`config.mk`:
```
export PLATFORM = sky130hd
export DESIGN_NAME = ps2_hd_receiver
export DESIGN_NICKNAME = d
export VERILOG_FILES = /design/src/rtl/ps2rx_pkg.sv /design/src/rtl/ps2rx_sync.sv /design/src/rtl/ps2rx_frame.sv /design/src/rtl/ps2rx_regs.sv /design/src/rtl/ps2_hd_receiver.sv
export SDC_FILE = /design/constraint.sdc
export NUM_CORES = 1
export LEC_CHECK = 0
export BUFFER_PORTS_ARGS = -buffer_cell sky130_fd_sc_hd__buf_2
export CAP_MARGIN = 15
export CORE_ASPECT_RATIO = 0.5
export CORE_MARGIN = 2
export CORE_UTILIZATION = 45
export DETAILED_ROUTE_END_ITERATION = 12
export GPL_ROUTABILITY_DRIVEN = 1
export GPL_TIMING_DRIVEN = 0
export PLACE_DENSITY = 0.74
export SYNTH_ARGS = -nofsm -noshare
export SYNTH_HDL_FRONTEND = slang
export SYNTH_HIERARCHICAL = 1
export SYNTH_SLANG_ARGS = --single-unit
```
`constraint.sdc`:
```
create_clock -name clk -period 2.99 [get_ports clk]
set_clock_uncertainty 0.05 [all_clocks]
set_input_delay 0.598 -clock clk [delete_from_list [all_inputs] [get_ports clk]]
set_output_delay 0.598 -clock clk [all_outputs]
set_load 0.1 [all_outputs]
```
`src/rtl/ps2rx_pkg.sv`:
```
package ps2rx_pkg;

    localparam int RX_DATA_BITS = 8;

    typedef enum logic [1:0] {
        RX_IDLE  = 2'd0,
        RX_SHIFT = 2'd1,
        RX_DRAIN = 2'd2
    } rx_state_e;

    typedef struct packed {
        logic [RX_DATA_BITS-1:0] data;
        logic                    parity;
    } rx_word_t;

    typedef struct packed {
        logic     done;
        logic     bad_stop;
        rx_word_t word;
    } rx_event_t;

endpackage

```
`src/rtl/ps2rx_sync.sv`:
```
module ps2rx_sync #(
    parameter int WIDTH  = 2,
    parameter int STAGES = 2
) (
    input  logic             clk,
    input  logic             rst,
    input  logic [WIDTH-1:0] din,
    output logic [WIDTH-1:0] dout
);
    logic [WIDTH-1:0] chain [STAGES];

    always_ff @(posedge clk) begin
        if (rst) chain[0] <= '1;
        else     chain[0] <= din;
    end

    for (genvar s = 1; s < STAGES; s++) begin : g_stage
        always_ff @(posedge clk) begin
            if (rst) chain[s] <= '1;
            else     chain[s] <= chain[s-1];
        end
    end

    assign dout = chain[STAGES-1];
endmodule

```
`src/rtl/ps2rx_frame.sv`:
```
module ps2rx_frame
    import ps2rx_pkg::*;
#(
    parameter int TIMEOUT_CYCLES = 4000
) (
    input  logic      clk,
    input  logic      rst,
    input  logic      clk_s,
    input  logic      data_s,
    output logic      busy,
    output rx_event_t ev
);
    localparam int CNT_W = $clog2(RX_DATA_BITS + 2);
    localparam int TMR_W = $clog2(TIMEOUT_CYCLES + 1);
    localparam logic [CNT_W-1:0] PAR_IDX  = CNT_W'(RX_DATA_BITS);
    localparam logic [CNT_W-1:0] STOP_IDX = CNT_W'(RX_DATA_BITS + 1);
    localparam logic [TMR_W-1:0] TMR_LAST = TMR_W'(TIMEOUT_CYCLES - 1);

    rx_state_e               state;
    logic [CNT_W-1:0]        cnt;
    logic [TMR_W-1:0]        tmr;
    logic [RX_DATA_BITS-1:0] shreg;
    logic                    par;
    logic                    clk_prev;
    logic                    fall;
    logic                    at_stop;

    assign fall    = clk_prev & ~clk_s;
    assign at_stop = (state == RX_SHIFT) && fall && (cnt == STOP_IDX);

    always_ff @(posedge clk) begin
        if (rst) begin
            state    <= RX_IDLE;
            cnt      <= '0;
            tmr      <= '0;
            shreg    <= '0;
            par      <= 1'b0;
            clk_prev <= 1'b1;
        end else begin
            clk_prev <= clk_s;
            unique case (state)
                RX_IDLE: begin
                    tmr <= '0;
                    cnt <= '0;
                    if (fall && !data_s) state <= RX_SHIFT;
                end
                RX_SHIFT: begin
                    if (fall) begin
                        tmr <= '0;
                        if (cnt < PAR_IDX) begin
                            shreg <= {data_s, shreg[RX_DATA_BITS-1:1]};
                            cnt   <= cnt + 1'b1;
                        end else if (cnt == PAR_IDX) begin
                            par <= data_s;
                            cnt <= cnt + 1'b1;
                        end else begin
                            state <= data_s ? RX_IDLE : RX_DRAIN;
                        end
                    end else if (tmr == TMR_LAST) begin
                        state <= RX_IDLE;
                    end else begin
                        tmr <= tmr + 1'b1;
                    end
                end
                RX_DRAIN: begin
                    if (data_s)              state <= RX_IDLE;
                    else if (fall)           tmr   <= '0;
                    else if (tmr == TMR_LAST) state <= RX_IDLE;
                    else                     tmr   <= tmr + 1'b1;
                end
                default: state <= RX_IDLE;
            endcase
        end
    end

    assign busy          = (state != RX_IDLE);
    assign ev.done       = at_stop & data_s;
    assign ev.bad_stop   = at_stop & ~data_s;
    assign ev.word.data  = shreg;
    assign ev.word.parity = par;
endmodule

```
`src/rtl/ps2rx_regs.sv`:
```
module ps2rx_regs
    import ps2rx_pkg::*;
(
    input  logic      clk,
    input  logic      rst,
    input  rx_event_t ev,
    input  logic      rd_strobe,
    input  logic      clr_frame_err,
    input  logic      clr_overrun,
    output rx_word_t  word,
    output logic      valid,
    output logic      ferr,
    output logic      ovr
);
    always_ff @(posedge clk) begin
        if (rst) begin
            word  <= '0;
            valid <= 1'b0;
            ferr  <= 1'b0;
            ovr   <= 1'b0;
        end else begin
            if (ev.done) word <= ev.word;

            if (ev.done)        valid <= 1'b1;
            else if (rd_strobe) valid <= 1'b0;

            if (ev.done && valid && !rd_strobe) ovr <= 1'b1;
            else if (clr_overrun)               ovr <= 1'b0;

            if (ev.bad_stop)        ferr <= 1'b1;
            else if (clr_frame_err) ferr <= 1'b0;
        end
    end
endmodule

```
`src/rtl/ps2_hd_receiver.sv`:
```
module ps2_hd_receiver
    import ps2rx_pkg::*;
#(
    parameter int SYNC_STAGES    = 2,
    parameter int TIMEOUT_CYCLES = 4000
) (
    input  logic       clk,
    input  logic       rst,
    input  logic       ps2_clk_pin,
    input  logic       ps2_data_pin,
    input  logic       rd_strobe,
    input  logic       clr_frame_err,
    input  logic       clr_overrun,
    output logic [7:0] rx_byte,
    output logic       rx_parity,
    output logic       rx_valid,
    output logic       rx_busy,
    output logic       frame_err,
    output logic       rx_overrun,
    output logic       clk_level,
    output logic       data_level
);
    logic [1:0] pins_s;
    rx_event_t  ev;
    rx_word_t   held;

    ps2rx_sync #(.WIDTH(2), .STAGES(SYNC_STAGES)) u_sync (
        .clk  (clk),
        .rst  (rst),
        .din  ({ps2_clk_pin, ps2_data_pin}),
        .dout (pins_s)
    );

    assign clk_level  = pins_s[1];
    assign data_level = pins_s[0];

    ps2rx_frame #(.TIMEOUT_CYCLES(TIMEOUT_CYCLES)) u_frame (
        .clk    (clk),
        .rst    (rst),
        .clk_s  (clk_level),
        .data_s (data_level),
        .busy   (rx_busy),
        .ev     (ev)
    );

    ps2rx_regs u_regs (
        .clk           (clk),
        .rst           (rst),
        .ev            (ev),
        .rd_strobe     (rd_strobe),
        .clr_frame_err (clr_frame_err),
        .clr_overrun   (clr_overrun),
        .word          (held),
        .valid         (rx_valid),
        .ferr          (frame_err),
        .ovr           (rx_overrun)
    );

    assign rx_byte   = held.data;
    assign rx_parity = held.parity;
endmodule

```
==> impl_results.md, run 1 <==
- Cell Area, Synth: 2030 um2
- Worst min path class: flip-flop to flip-flop
- Static leakage power: 0.000846 uW
- Reg2Reg Capture Point: u_regs/word[1]$_SDFFE_PP0P_
- DP Area: 2200 um2
- Die height: 51.4 um
- Crit-path cells: inv_1 -> ha_1 -> nand3b_1 -> clkbuf_1 -> nor3_1 -> and3_2 -> buf_6 -> mux2i_1 -> nor2_1
- N_diodes: 0
- Routed via count: 1580
- Syn Area/Cell: 9.25 um2
- Congestion Overflow GR: 0
- WL per Instance: 11.8 um
- Io pins: 22
- Most frequent cells in the layout: dfxtp_1, nor2_1, buf_2
- Async set-or-reset flop fraction in the synthesized netlist: 0
- CTS tree: done
- Final Instance Area: 2310 um2
- Biggest cell delay along the critical path: 0.35 ns
- CP Capture Type: flip-flop
- WP buf/inv: 3
- Worst reg2reg path depth: 9
- Origin of the critical flop-to-flop path: u_frame/state[1]$_SDFFE_PP0P_
- Reg-to-reg setup timing slack: 0.82 ns
- RSZ-0062 raised after global routing: no
- Routed Antenna Nets: 0
- Site row count: 17
- Clk sinks: 44
- Die width: 98.9 um
- Worst Tran Pin Value: 0.485 ns
- Status: finished, final reports clean
- Most common cell after layout, fill and taps aside: dfxtp_1
- Worst VDD drop: 0.215 mV
- Largest net degree at the start of global routing: 15
- Hold EP: u_sync/chain[1][1]$_SDFF_PP1_
- CTS Hold Bufs: 0
- Post-synth EDFFs: 0
- CP max stage cell: dfxtp_1
- Final hold vios: 0
- Sequential area share after synthesis: 0.435
- CP Launch Type: flip-flop
- DRC errors left: 0
- Number of global-route vias before repair: 1389
- Synth top area share: 0.435
- Pwr per Cell Area: 520 nW/um2
- Pwr Total: 1200 uW
- Pins Over Slew Limit: 0
- Top post-synthesis cells by area: dfxtp_1, mux2i_1, ha_1, a21oi_1, nor2_1
- Worst setup margin: 0.822 ns
- Setup Buffers After CTS: 0
- Worst skew pair latency: 0.30 ns
- Synth cell types: 49
- Num CTS Buffers: 5
- Drt initial violations: 52
- Final net count: 262
- Initial Util: 0.465
- Dpl ws: 0.822 ns
- Global-route wire length before repair: 6030 um
- GP Congestion: 0.760
- Crit path max-delay family: simple AND/OR/NAND/NOR gates
- Max Buffers Root-to-Sink: 2
- Critical path class: flip-flop to flip-flop
- H-tree lvl count: 2
- Primary FF master, synth: dfxtp_1
- Synth-to-Final Area Change: 14.2%
- Setup TNS Final: 0 ns
- Worst hold path depth: 1
- Max-slew headroom: 0.675
- Share of layout cells above drive strength 1: 0.202
- Final HPWL DP: 2610 um
- Hold Startpoint: u_sync/chain[0][1]$_SDFF_PP1_
- Die Area: 5090 um2
- Final worst-path cycle share: 0.725
- CP max FO: 10
- Post_cts resized: 0
- Fmax: 461 MHz
- Final WL: 3610 um
- Via density: 5.18
- Worst Path Arrival: 2.31 ns
- Worst-path clk slew: 0.08 ns
- Root Buffer: clkbuf_8
- WP data required: 3.13 ns
- Final min period: 2.17 ns
- CORE AREA: 4360 um2
- Port Buffers: 21
- Synth warn: 6
- # setup viols final: 0
- #FFs+latches synth: 44
- Area leader, netlist: dfxtp_1
- Cells after Synth: 219
- Gr usage total: 0.148
- Max-cap violations: 0
- Syn nets: 234
- Antenna violations before repair: 0
- Worst Hold Slack: 0.357 ns
- DR pass1 iterations: 4
## cell usage after synthesis (3+ instances only)
cell type  number
dfxtp_1        44
nor2_1         24
a21oi_1        18
mux2i_1        14
nand2_1        14
o21ai_0        10
ha_1            8
inv_1           7
nand2b_1        7
nor3_1          7
nand3_1         5
xnor2_1         5
clkbuf_1        4
nand4_1         4
nor4_1          4
or2_1           4
nand3b_1        3
## layer usage
metal  share of wire  vias to the layer above  track usage
li1                -                      817            -
met2            0.48                       15        0.262
met1            0.49                      743        0.176
met4          0.0067                        0       0.0479
met3           0.023                        5       0.0410
met5               0                        -            0
## final cells by class
type                            count  area [um2]
Fill cell                         391        2050
Multi-Input combinational cell    158        1060
Sequential cell                    44         881
Timing Repair Buffer               21         105
Tap cell                           57        71.3
Clock buffer                        5        68.8
Buffer                              9        55.1
Clock inverter                      3        42.5
Inverter                            8        30.0
## logic make-up after synthesis
| family | after synthesis | share of synthesized area |
|---|---|---|
| AND/OR/NAND/NOR | 87 | 0.233 |
| XOR/XNOR | 7 | 0.0303 |
| adder cells (fa/ha/maj) | 8 | 0.0494 |
| flip-flops | 44 | 0.435 |
| multiplexers | 15 | 0.0747 |
| buffers and inverters | 17 | 0.0420 |
| AO/OA/AOI/OAI | 41 | 0.136 |
## state kept, by name, summed over array words and instances (netlist names), 2 cells and up
signal	cells
u_frame/state	2
u_sync/chain	4
u_frame/tmr	12
u_frame/cnt	4
u_regs/word	9
u_frame/shreg	8
## through the flow
stage	util	std cells
2_1_floorplan	-	219
3_3_place_gp	0.505	297
3_5_place_dp	0.505	297
4_1_cts	0.531	305
5_1_grt	0.531	305
6_report	0.531	305
## worst max path at each step
stage / start / cells after the start / endpoint / slack (ns)
3_5_place_dp: u_frame/state[1]$_SDFFE_PP0P_ / 9 / u_regs/word[1]$_SDFFE_PP0P_ / 0.82
3_3_place_gp: u_frame/state[1]$_SDFFE_PP0P_ / 9 / u_regs/word[7]$_SDFFE_PP0P_ / 0.91
2_1_floorplan: u_sync/chain[1][1]$_SDFF_PP1_ / 7 / u_regs/word[0]$_SDFFE_PP0P_ / 0.74
4_1_cts: u_frame/state[1]$_SDFFE_PP0P_ / 4 / rx_busy / 0.82
6_report: u_frame/state[1]$_SDFFE_PP0P_ / 9 / u_regs/word[1]$_SDFFE_PP0P_ / 0.82
5_1_grt: u_frame/state[1]$_SDFFE_PP0P_ / 9 / u_regs/word[1]$_SDFFE_PP0P_ / 0.58
## report_power, final
part	internal (uW)	switching (uW)
Clock	247	199
Combinational	47.2	102
Sequential	596	10.4
Total	891	312
Power figures use the tool's default switching activity.
==> inputs of run 2 (changes only) <==
==> constraint.sdc (replaced) <==
create_clock -name clk -period 2.25 [get_ports clk]
set_clock_uncertainty 0.05 [all_clocks]
set_input_delay 0.45 -clock clk [delete_from_list [all_inputs] [get_ports clk]]
set_output_delay 0.45 -clock clk [all_outputs]
set_load 0.1 [all_outputs]
==> run 2 against run 1 <==
Net effect:
- hold slack lost 0.079 ns
- combinational power grew 36%
- via count grew 1.7%
- register-to-register slack lost 0.66 ns
- cell count is the same
- critical path depth is the same
==> impl_results.md, run 2 (synthesis gave the netlist of run 1 again) <==
- Worst skew pair latency: 0.30 ns (about the same)
- Setup TNS Final: 0 ns (unchanged)
- Num CTS Buffers: 5 (unchanged)
- WL per Instance: 12.9 um (was 11.8 um)
- CORE AREA: 4360 um2 (unchanged)
- Die Area: 5090 um2 (unchanged)
- Worst reg2reg path depth: 9 (unchanged)
- Io pins: 22 (unchanged)
- Worst hold path depth: 2 (was 1)
- Worst Tran Pin Value: 0.488 ns (was 0.485 ns)
- Fmax: 479 MHz (was 461 MHz)
- Biggest register: u_frame/tmr (unchanged)
- CP max stage cell: dfxtp_1 (unchanged)
- Max Buffers Root-to-Sink: 2 (unchanged)
- Die height: 51.4 um (unchanged)
- Critical path class: flip-flop to flip-flop (unchanged)
- WP data required: 2.40 ns (was 3.13 ns)
- Pwr Total: 1630 uW (was 1200 uW)
- Biggest cell delay along the critical path: 0.36 ns (was 0.35 ns)
- Largest net degree at the start of global routing: 16 (was 15)
- Die width: 98.9 um (unchanged)
- Final WL: 3920 um (was 3610 um)
- Clk sinks: 44 (unchanged)
- Pwr per Cell Area: 699 nW/um2 (was 520 nW/um2)
- CTS tree: done (unchanged)
- Antenna violations before repair: 0 (unchanged)
- Crit-path cells: inv_1 -> ha_2 -> nand3b_1 -> buf_2 -> nor3_2 -> and3_2 -> buf_6 -> mux2i_1 -> nor2_1 (was inv_1 -> ha_1 -> nand3b_1 -> clkbuf_1 -> nor3_1 -> and3_2 -> buf_6 -> mux2i_1 -> nor2_1)
- Final Instance Area: 2330 um2 (was 2310 um2)
- Routed Antenna Nets: 0 (unchanged)
- Final net count: 262 (unchanged)
- Most common cell after layout, fill and taps aside: dfxtp_1 (unchanged)
- Crit path max-delay family: simple AND/OR/NAND/NOR gates (unchanged)
- Reg2Reg Capture Point: u_regs/word[8]$_SDFFE_PP0P_ (was u_regs/word[1]$_SDFFE_PP0P_)
- Via density: 5.27 (was 5.18)
- Hold Startpoint: ps2_data_pin (was u_sync/chain[0][1]$_SDFF_PP1_)
- WP buf/inv: 3 (unchanged)
- RSZ-0062 raised after global routing: no (unchanged)
- Status: finished, final reports clean (unchanged)
- Pins Over Slew Limit: 0 (unchanged)
- CP Capture Type: flip-flop (unchanged)
- CTS Hold Bufs: 0 (unchanged)
- Origin of the critical flop-to-flop path: u_frame/state[1]$_SDFFE_PP0P_ (unchanged)
- Root Buffer: clkbuf_8 (unchanged)
- Site row count: 17 (unchanged)
- Worst Path Arrival: 2.23 ns (was 2.31 ns)
- CP max FO: 10 (unchanged)
- Final hold vios: 0 (unchanged)
- Routed via count: 1607 (was 1580)
- DP Area: 2200 um2 (about the same)
- Global-route wire length before repair: 6400 um (was 6030 um)
- DR pass1 iterations: 5 (was 4)
- Final HPWL DP: 2740 um (was 2610 um)
- Final min period: 2.09 ns (was 2.17 ns)
- Congestion Overflow GR: 0 (unchanged)
- GP Congestion: 0.736 (was 0.760)
- Hold EP: u_sync/chain[0][0]$_SDFF_PP1_ (was u_sync/chain[1][1]$_SDFF_PP1_)
- Initial Util: 0.465 (unchanged)
- Crit. path cell count: 9 (unchanged)
- Max-slew headroom: 0.674 (was 0.675)
- Share of layout cells above drive strength 1: 0.218 (was 0.202)
- Gr usage total: 0.161 (was 0.148)
- H-tree lvl count: 2 (unchanged)
- Max-cap violations: 0 (unchanged)
- Synth-to-Final Area Change: 14.9% (was 14.2%)
- Worst-path clk slew: 0.09 ns (was 0.08 ns)
- Most frequent cells in the layout: dfxtp_1, buf_2, nor2_1 (was dfxtp_1, nor2_1, buf_2)
- Drt initial violations: 65 (was 52)
- Worst min path class: primary input to flip-flop (was flip-flop to flip-flop)
- Largest registers: u_frame/tmr x12, u_regs/word x9, u_frame/shreg x8 (unchanged)
- CP Launch Type: flip-flop (unchanged)
- Max FFs per register: 12 (unchanged)
- N_diodes: 0 (unchanged)
- Final worst-path cycle share: 0.927 (was 0.725)
- Worst VDD drop: 0.244 mV (was 0.215 mV)
- DRC errors left: 0 (unchanged)
- Reg-to-reg setup timing slack: 0.16 ns (was 0.82 ns)
- Static leakage power: 0.000846 uW (about the same)
- Number of global-route vias before repair: 1467 (was 1389)
- # setup viols final: 0 (unchanged)
- Port Buffers: 21 (unchanged)
run 2: cell count changes in the layout (fill, tap and decap cells not counted):
cell / before / now
buf_2: 23 / 24
clkbuf_1: 4 / 3
clkinv_2: 1 / 0
dfxtp_1: 44 / 43
dfxtp_2: 0 / 1
ha_1: 8 / 7
ha_2: 0 / 1
inv_6: 0 / 1
nor3_1: 7 / 6
nor3_2: 1 / 2
run 2: final cells by class:
cell class,instances,area (um2)
plain buffers,9,56.3
flip-flops and latches,44,882
clock inverters,3,46.3
clock buffers,5,68.8
well taps,57,71.3
repair buffers,21,105
multi-input cells,158,1070
fillers,394,2030
inverters,8,30.0
run 2: per-stage QoR:
| stage | hold slack [ns] | utilization | cells | setup slack [ns] |
|---|---|---|---|---|
| floorplan | 0.333 | - | 219 | 0.0559 |
| global placement | 0.339 | 0.505 | 297 | 0.172 |
| detailed placement | 0.342 | 0.505 | 297 | 0.103 |
| CTS | 0.274 | 0.533 | 305 | 0.0984 |
| global route | 0.272 | 0.534 | 305 | 0.0308 |
| finish | 0.278 | 0.534 | 305 | 0.164 |
run 2: worst max path at each step:
stage                                        to                     startpoint  slack [ns]
global placement    u_regs/word[8]$_SDFFE_PP0P_  u_frame/state[1]$_SDFFE_PP0P_        0.17
floorplan           u_frame/cnt[2]$_SDFFE_PP0P_  u_frame/state[0]$_SDFFE_PP0P_        0.06
finish              u_regs/word[8]$_SDFFE_PP0P_  u_frame/state[1]$_SDFFE_PP0P_        0.16
global route        u_regs/word[8]$_SDFFE_PP0P_  u_frame/state[1]$_SDFFE_PP0P_        0.03
detailed placement  u_regs/word[8]$_SDFFE_PP0P_  u_frame/state[1]$_SDFFE_PP0P_        0.10
CTS                 u_regs/word[8]$_SDFFE_PP0P_  u_frame/state[1]$_SDFFE_PP0P_         0.1
run 2: worst reg2reg max path, cell delays in order (launching register included):
cell and delay, ns:
dfxtp_1 0.36, inv_1 0.10, ha_2 0.23, nand3b_1 0.17
buf_2 0.22, nor3_2 0.18, and3_2 0.22, buf_6 0.17
mux2i_1 0.22, nor2_1 0.06
run 2: power breakdown:
part | internal, uW | leakage, uW | total [uW] | switching [uW]
registers | 793 | 0.000355 | 807 | 14.2
clock network | 334 | 0.0000548 | 617 | 282
logic | 64.1 | 0.000436 | 203 | 139
total | 1190 | 0.000846 | 1630 | 435
run 2: timing repair:
item	CTS	global route
endpoints found under the setup margin	2	10
pin swaps	0	1
cloned	0	0
buffers inserted	0	0
resized for setup	1	4
run 2: layer usage:
layer | GRT usage | vias up | part of all wire
li1 | - | 826 | -
met1 | 0.175 | 749 | 0.46
met2 | 0.303 | 28 | 0.50
met3 | 0.0424 | 4 | 0.030
met4 | 0.0639 | 0 | 0.0097
met5 | 0 | - | 0
